$ cat src/rtl/ibiq_pkg.sv
package ibiq_pkg;

    localparam logic [7:0] OP_IBI_REQ = 8'hA1;
    localparam logic [7:0] RPL_STORED = 8'hC0;
    localparam logic [7:0] RPL_REFUSE = 8'hC1;
    localparam logic [3:0] RX_STAT_OK = 4'h0;

    typedef enum logic [2:0] {
        ST_IDLE,
        ST_ADDR,
        ST_RNW,
        ST_LEN,
        ST_DATA,
        ST_REPLY
    } pst_t;

    function automatic logic [31:0] ibiq_status(input logic [6:0] addr,
                                                input logic       rnw,
                                                input logic [7:0] nbytes);
        return {RX_STAT_OK, 12'd0, addr, rnw, nbytes};
    endfunction

endpackage

$ cat src/rtl/ibiq_word_fifo.sv
module ibiq_word_fifo #(
    parameter int DEPTH = 16,
    parameter int W     = 33,
    parameter int LW    = $clog2(DEPTH + 1)
) (
    input  logic          clk,
    input  logic          rst_n,
    input  logic          push,
    input  logic [W-1:0]  wdata,
    input  logic          pop,
    output logic [W-1:0]  head,
    output logic [LW-1:0] level
);
    localparam int PW = (DEPTH > 1) ? $clog2(DEPTH) : 1;

    logic [W-1:0]  mem [DEPTH];
    logic [PW-1:0] wr_ptr, rd_ptr;
    logic [LW-1:0] cnt_q;
    logic          pop_ok;

    assign pop_ok = pop && (cnt_q != '0);
    assign head   = mem[rd_ptr];
    assign level  = cnt_q;

    function automatic logic [PW-1:0] bump(input logic [PW-1:0] p);
        return (p == PW'(DEPTH - 1)) ? '0 : p + PW'(1);
    endfunction

    always_ff @(posedge clk) begin
        if (push) mem[wr_ptr] <= wdata;
    end

    always_ff @(posedge clk or negedge rst_n) begin
        if (!rst_n) begin
            wr_ptr <= '0;
            rd_ptr <= '0;
            cnt_q  <= '0;
        end else begin
            if (push)   wr_ptr <= bump(wr_ptr);
            if (pop_ok) rd_ptr <= bump(rd_ptr);
            cnt_q <= cnt_q + LW'(push) - LW'(pop_ok);
        end
    end

    // a push without a pop never lands on a full queue
    assert_no_overflow_R9: assert property (@(posedge clk) disable iff (!rst_n)
        (push && !pop) |-> (level < LW'(DEPTH)));

    // popping an empty queue leaves it empty
    assert_empty_pop_R8: assert property (@(posedge clk) disable iff (!rst_n)
        (pop && !push && level == '0) |=> (level == '0));

endmodule

$ cat src/rtl/ibiq_msg_parser.sv
module ibiq_msg_parser
    import ibiq_pkg::*;
#(
    parameter int DEPTH = 16,
    parameter int LW    = $clog2(DEPTH + 1)
) (
    input  logic          clk,
    input  logic          rst_n,
    input  logic          rx_valid,
    input  logic [7:0]    rx_byte,
    input  logic [LW-1:0] q_level,
    output logic          push,
    output logic [31:0]   push_word,
    output logic          push_is_status,
    output logic          tx_valid,
    output logic [7:0]    tx_byte
);
    localparam int CW = 10;

    pst_t        state_q, state_d;
    logic [6:0]  addr_q;
    logic        rnw_q;
    logic [31:0] len_q;
    logic [1:0]  lidx_q;
    logic [31:0] bcnt_q;
    logic [31:0] word_q;
    logic        ok_q;

    logic [31:0]   len_full;
    logic [CW-1:0] need, room;
    logic          fits, len_done, last_byte, word_done;
    logic [1:0]    lane;
    logic [31:0]   word_nx;

    assign len_full  = {rx_byte, len_q[23:0]};
    assign len_done  = (state_q == ST_LEN) && rx_valid && (lidx_q == 2'd3);
    assign need      = CW'(1) + ((CW'(len_full[7:0]) + CW'(3)) >> 2);
    assign room      = CW'(DEPTH) - CW'(q_level);
    assign fits      = (len_full[31:8] == 24'd0) && (need <= room);
    assign lane      = bcnt_q[1:0];
    assign word_nx   = word_q | (32'(rx_byte) << {lane, 3'b000});
    assign last_byte = ((bcnt_q + 32'd1) == len_q);
    assign word_done = (state_q == ST_DATA) && rx_valid && ((lane == 2'd3) || last_byte);

    // state register
    always_ff @(posedge clk or negedge rst_n) begin
        if (!rst_n) state_q <= ST_IDLE;
        else        state_q <= state_d;
    end

    // next state
    always_comb begin
        state_d = state_q;
        unique case (state_q)
            ST_IDLE:  if (rx_valid && rx_byte == OP_IBI_REQ) state_d = ST_ADDR;
            ST_ADDR:  if (rx_valid) state_d = ST_RNW;
            ST_RNW:   if (rx_valid) state_d = ST_LEN;
            ST_LEN:   if (len_done) state_d = (len_full == 32'd0) ? ST_REPLY : ST_DATA;
            ST_DATA:  if (rx_valid && last_byte) state_d = ST_REPLY;
            ST_REPLY: state_d = ST_IDLE;
            default:  state_d = ST_IDLE;
        endcase
    end

    // outputs
    always_comb begin
        push           = 1'b0;
        push_word      = 32'd0;
        push_is_status = 1'b0;
        if (len_done && fits) begin
            push           = 1'b1;
            push_word      = ibiq_status(addr_q, rnw_q, len_full[7:0]);
            push_is_status = 1'b1;
        end else if (word_done && ok_q) begin
            push      = 1'b1;
            push_word = word_nx;
        end
        tx_valid = (state_q == ST_REPLY);
        tx_byte  = ok_q ? RPL_STORED : RPL_REFUSE;
    end

    // frame fields and payload packing
    always_ff @(posedge clk or negedge rst_n) begin
        if (!rst_n) begin
            addr_q <= '0;
            rnw_q  <= 1'b0;
            len_q  <= '0;
            lidx_q <= '0;
            bcnt_q <= '0;
            word_q <= '0;
            ok_q   <= 1'b0;
        end else if (rx_valid) begin
            if (state_q == ST_ADDR) addr_q <= rx_byte[6:0];
            if (state_q == ST_RNW) begin
                rnw_q  <= rx_byte[0];
                len_q  <= '0;
                lidx_q <= '0;
            end
            if (state_q == ST_LEN) begin
                if (lidx_q == 2'd3) begin
                    len_q  <= len_full;
                    ok_q   <= fits;
                    bcnt_q <= '0;
                    word_q <= '0;
                end else begin
                    len_q[{lidx_q, 3'b000} +: 8] <= rx_byte;
                    lidx_q <= lidx_q + 2'd1;
                end
            end
            if (state_q == ST_DATA) begin
                bcnt_q <= bcnt_q + 32'd1;
                word_q <= word_done ? 32'd0 : word_nx;
            end
        end
    end

    // the reply strobe lasts one cycle
    assert_reply_single_R2: assert property (@(posedge clk) disable iff (!rst_n)
        tx_valid |=> !tx_valid);

    // nothing is stored while a refused frame drains
    assert_refused_no_store_R7: assert property (@(posedge clk) disable iff (!rst_n)
        (state_q == ST_DATA && !ok_q) |-> !push);

endmodule

$ cat src/rtl/ibiq_top.sv
module ibiq_top
    import ibiq_pkg::*;
#(
    parameter int QDEPTH = 16
) (
    input  logic        clk,
    input  logic        rst_n,
    input  logic        rx_valid,
    input  logic [7:0]  rx_byte,
    output logic        tx_valid,
    output logic [7:0]  tx_byte,
    input  logic        rd_en,
    output logic [31:0] rd_data,
    output logic [7:0]  ibi_level,
    output logic [4:0]  ibi_entries
);
    localparam int LW = $clog2(QDEPTH + 1);

    logic          push, push_is_status;
    logic [31:0]   push_word;
    logic [32:0]   head;
    logic [LW-1:0] level;
    logic [LW-1:0] ent_q;
    logic          pop_ok;

    ibiq_msg_parser #(.DEPTH(QDEPTH), .LW(LW)) u_parser (
        .clk            (clk),
        .rst_n          (rst_n),
        .rx_valid       (rx_valid),
        .rx_byte        (rx_byte),
        .q_level        (level),
        .push           (push),
        .push_word      (push_word),
        .push_is_status (push_is_status),
        .tx_valid       (tx_valid),
        .tx_byte        (tx_byte)
    );

    ibiq_word_fifo #(.DEPTH(QDEPTH), .W(33), .LW(LW)) u_fifo (
        .clk   (clk),
        .rst_n (rst_n),
        .push  (push),
        .wdata ({push_is_status, push_word}),
        .pop   (rd_en),
        .head  (head),
        .level (level)
    );

    assign pop_ok = rd_en && (level != '0);

    always_ff @(posedge clk or negedge rst_n) begin
        if (!rst_n) ent_q <= '0;
        else        ent_q <= ent_q + LW'(push && push_is_status) - LW'(pop_ok && head[32]);
    end

    assign rd_data     = (level != '0) ? head[31:0] : 32'd0;
    assign ibi_level   = 8'(level);
    assign ibi_entries = 5'(ent_q);

    // unread records never outnumber held words
    assert_entries_le_level_R6: assert property (@(posedge clk) disable iff (!rst_n)
        ent_q <= level);

    // an empty queue presents zero on the read port
    assert_empty_reads_zero_R8: assert property (@(posedge clk) disable iff (!rst_n)
        (ibi_level == 8'd0) |-> (rd_data == 32'd0));

endmodule

$ cat config.mk
export PLATFORM = sky130hd
export DESIGN_NAME = ibiq_top
export DESIGN_NICKNAME = d
export VERILOG_FILES = /design/src/rtl/ibiq_pkg.sv /design/src/rtl/ibiq_word_fifo.sv /design/src/rtl/ibiq_msg_parser.sv /design/src/rtl/ibiq_top.sv
export SDC_FILE = /design/constraint.sdc
export NUM_CORES = 1
export LEC_CHECK = 0
export CORE_MARGIN = 1
export CORE_UTILIZATION = 45
export CTS_CLUSTER_DIAMETER = 100
export DETAILED_ROUTE_END_ITERATION = 6
export SLEW_MARGIN = 10
export SYNTH_ARGS = -nofsm -noshare
export SYNTH_HDL_FRONTEND = slang
export SYNTH_SLANG_ARGS = --single-unit
$ cat constraint.sdc
create_clock -name clk -period 7.9 [get_ports clk]
set_input_delay 1.58 -clock clk [delete_from_list [all_inputs] [get_ports clk]]
set_output_delay 1.58 -clock clk [all_outputs]
set_load 0.03 [all_outputs]
==> flow_summary.yaml <==
run_status:
  outcome: "completed"
clock_network:
  numCtsBuffers: 71
  numClockSinks: 656
  cts_resized: 0
  clk-insertion-delay-late_ps: 620
  cts_tree: "done"
  cts-root-buf: "clkbuf_16"
  htree_levels: 3
  clk_pin_slew_ps: 60
  cts_buffer_depth: 3
  postCtsSetupBuffers: 0
  ctsHoldBuffers: 0
synthesis:
  synth_cell_type_count: 76
  syn_inst: 1738
  synth_flop_cell: "edfxtp_1"
  yosys_warnings: 0
  netlist_area_um2: 28320
  synth_area_per_cell_um2: 16.30
  synth.yosys.seq_area_share: 0.6729
  synth_edf_count: 528
  async_flop_share: 0.1951
  synth-seq-cells: 656
sta:
  timing_hold_violations_final: 0
  slew_headroom: 0.1315
  fmax_ghz: 0.1765
  finalSetupViolations: 0
  min_period_ps: 5665
  rsz0062_at_grt: "false"
  period_share: 0.7171
  skew_ps: 50.89
  finalMaxSlewViolations: 0
  worst_pin_slew_ps: 1294
  final.setup.tns_ps: 0
routing:
  first_iter_violations: 1112
  ant_nets: 0
  dr.pass1.iters: 5
  routedWlPerCell_um: 24.66
  drc: 0
  viasPerCell: 5.854
  wl_mm: 66.53
  vias: 15800
global_routing:
  grt_pass1_vias: 16170
  grt_remaining_overflow: 0
  antenna_found_initial: 0
  grt_pass1_wl_mm: 102.4
  grt_usage: 0.2155
  grt_start_max_net_pins: 116
cells_and_area:
  final_cell_mix: "edfxtp_1 (528), mux4_2 (165), dfrtp_1 (124)"
  area_growth_pct: 13.78
  drive_gt1_frac: 0.2047
  utilization: 0.5203
  fin_nets: 1855
  antenna_cells: 0
  multiInputGateArea_um2: 8660
  seqCellArea_um2: 19070
  fillCellCount: 5019
  final_common_cell: "edfxtp_1"
flow_run:
  drv_cap: 0
setup_path:
  crit_path_start_kind: "flip-flop"
  reg2reg_from: "u_parser.len_q[2]"
  worstSetupPathType: "flip-flop to flip-flop"
  crit_fanout: 35
  endpoint_kind: "flip-flop"
  arrival_ps: 5950
  cp-startpoint: "u_parser.len_q[2]"
  cp.required_ps: 8190
  reg2regPathDepth: 18
place:
  post-dp-hpwl_mm: 40.78
  placement.io_buffers: 55
  place.gp.congestion: 0.8827
min_path:
  worstHoldStart: "u_parser.word_q[28]"
  hp-class: "flip-flop to flip-flop"
  hold_depth: 2
floorplanning:
  fp.dieW_um: 252.9
  die_h_um: 252.9
  die-area_um2: 63950
  io_pins: 66
  rows: 91
  initial_core_util: 0.4573
  core_area_um2: 61940
power_and_ir_drop:
  p_leak_nw: 11.60
  p_sw_w: 0.002680
  power_density_nw_per_um2: 289.0
  peakVddDrop_mv: 0.2517
  power_w: 0.009314
  power.internal_w: 0.006635
  clkPwrFrac: 0.344
  share_comb_of_total_power: 0.225
  power_frac_seq: 0.432
  p_sw_frac: 0.2877
## per-layer routing
layer	track usage	vias up	wire [µm]
met5	0	-	0
met4	0.06442	0	1741
met3	0.03135	89	2961
met2	0.3548	415	32840
met1	0.2980	8337	28990
li1	-	6954	-
## cells by family (layout without fill, tap and decap cells)
kind of cell	Yosys count	count (layout)	synth area share
AOI/OAI and AO/OA	263	263	0.05977
xor gates and xnor gates	49	49	0.01515
adders and majority gates	38	38	0.01732
buffers and inverters	170	284	0.02664
DFF	656	656	0.6729
muxes	180	180	0.1373
other	2	11	0.0002652
and+or+nand+nor	380	380	0.07060
## Yosys cell counts (12+ instances only)
| library cell | n | share of area |
|---|---|---|
| buf_2 | 12 | 0.0021 |
| nand3_1 | 16 | 0.0028 |
| a31oi_1 | 37 | 0.0082 |
| o31ai_1 | 14 | 0.0037 |
| nand4_1 | 27 | 0.0060 |
| edfxtp_1 | 528 | 0.56 |
| a22o_1 | 33 | 0.010 |
| nor3_1 | 19 | 0.0034 |
| mux4_2 | 165 | 0.13 |
| nor2_1 | 101 | 0.013 |
| ha_1 | 36 | 0.016 |
| xnor2_1 | 33 | 0.010 |
| clkbuf_1 | 85 | 0.011 |
| nor4_1 | 20 | 0.0044 |
| nor2b_1 | 44 | 0.0097 |
| nand2_1 | 79 | 0.010 |
| buf_4 | 13 | 0.0034 |
| o21ai_1 | 16 | 0.0028 |
| xor2_1 | 16 | 0.0049 |
| dfrtp_1 | 128 | 0.11 |
| inv_1 | 42 | 0.0056 |
| o21ai_0 | 67 | 0.012 |
| a21oi_1 | 52 | 0.0092 |
## path summary, 6_finish.rpt
kind | endpoint | slack, ps
hold reg to reg | u_parser.word_q[28] | 500
setup reg to reg | u_fifo.mem[6][10] | 2230
setup / recovery | u_fifo.mem[6][10] | 2230
hold / removal | u_parser.word_q[28] | 500
min in group asynchronous | u_parser.bcnt_q[3] | 1060
max in group asynchronous | u_fifo.rd_ptr[0] | 5720
## state kept, by name, indices dropped and copies added, names as in the netlist
signal,flops
ibi_entries,5
u_fifo.level,5
u_fifo.mem,528
u_fifo.rd_ptr,4
u_fifo.wr_ptr,4
u_parser.addr_q,7
u_parser.bcnt_q,32
u_parser.len_q,32
u_parser.lidx_q,2
u_parser.ok_q,1
u_parser.rnw_q,1
u_parser.state_q,3
u_parser.word_q,32
## per-stage QoR
step	worst slack, ps	instances	instance area (µm²)	hold WS [ps]
finish	2235	2698	32220	498.8
global route	1846	2698	32220	515.6
CTS	2185	2698	32210	497.1
detailed placement	1760	2569	29950	484.2
global placement	1809	2569	29950	475.3
floorplan	1120	1747	28360	463.3
## power by group through the flow
stage,Clock [W],Combinational [W],Sequential (W)
6_report,0.00320,0.00209,0.00402
5_1_grt,0.00339,0.00228,0.00404
4_1_cts,0.00326,0.00213,0.00402
3_5_place_dp,0,0.00213,0.00409
3_3_place_gp,0,0.00211,0.00409
2_1_floorplan,0,0.00158,0.00400
## layout make-up
type | count | share of cell area
flip-flops and latches | 656 | 0.5917
inverters | 42 | 0.004892
multi-input cells | 921 | 0.2687
repair buffers | 113 | 0.03219
well taps | 837 | 0.03250
clock buffers | 88 | 0.05871
clock inverters | 41 | 0.01126
## worst max-delay path, stage by stage, from the launching register on
cell	delay, ps
dfrtp_1	500
o21a_1	270
xor2_1	180
ha_1	220
a31oi_1	100
nor2_1	150
nand2_1	80
xnor2_1	160
ha_1	330
nand4_1	90
o21a_1	180
nand3_1	80
a21oi_1	40
and4b_1	250
buf_4	360
a311o_2	220
nand2_1	650
nor3b_2	1060
buf_4	360
Note: power is estimated with default switching activity, not from simulation.
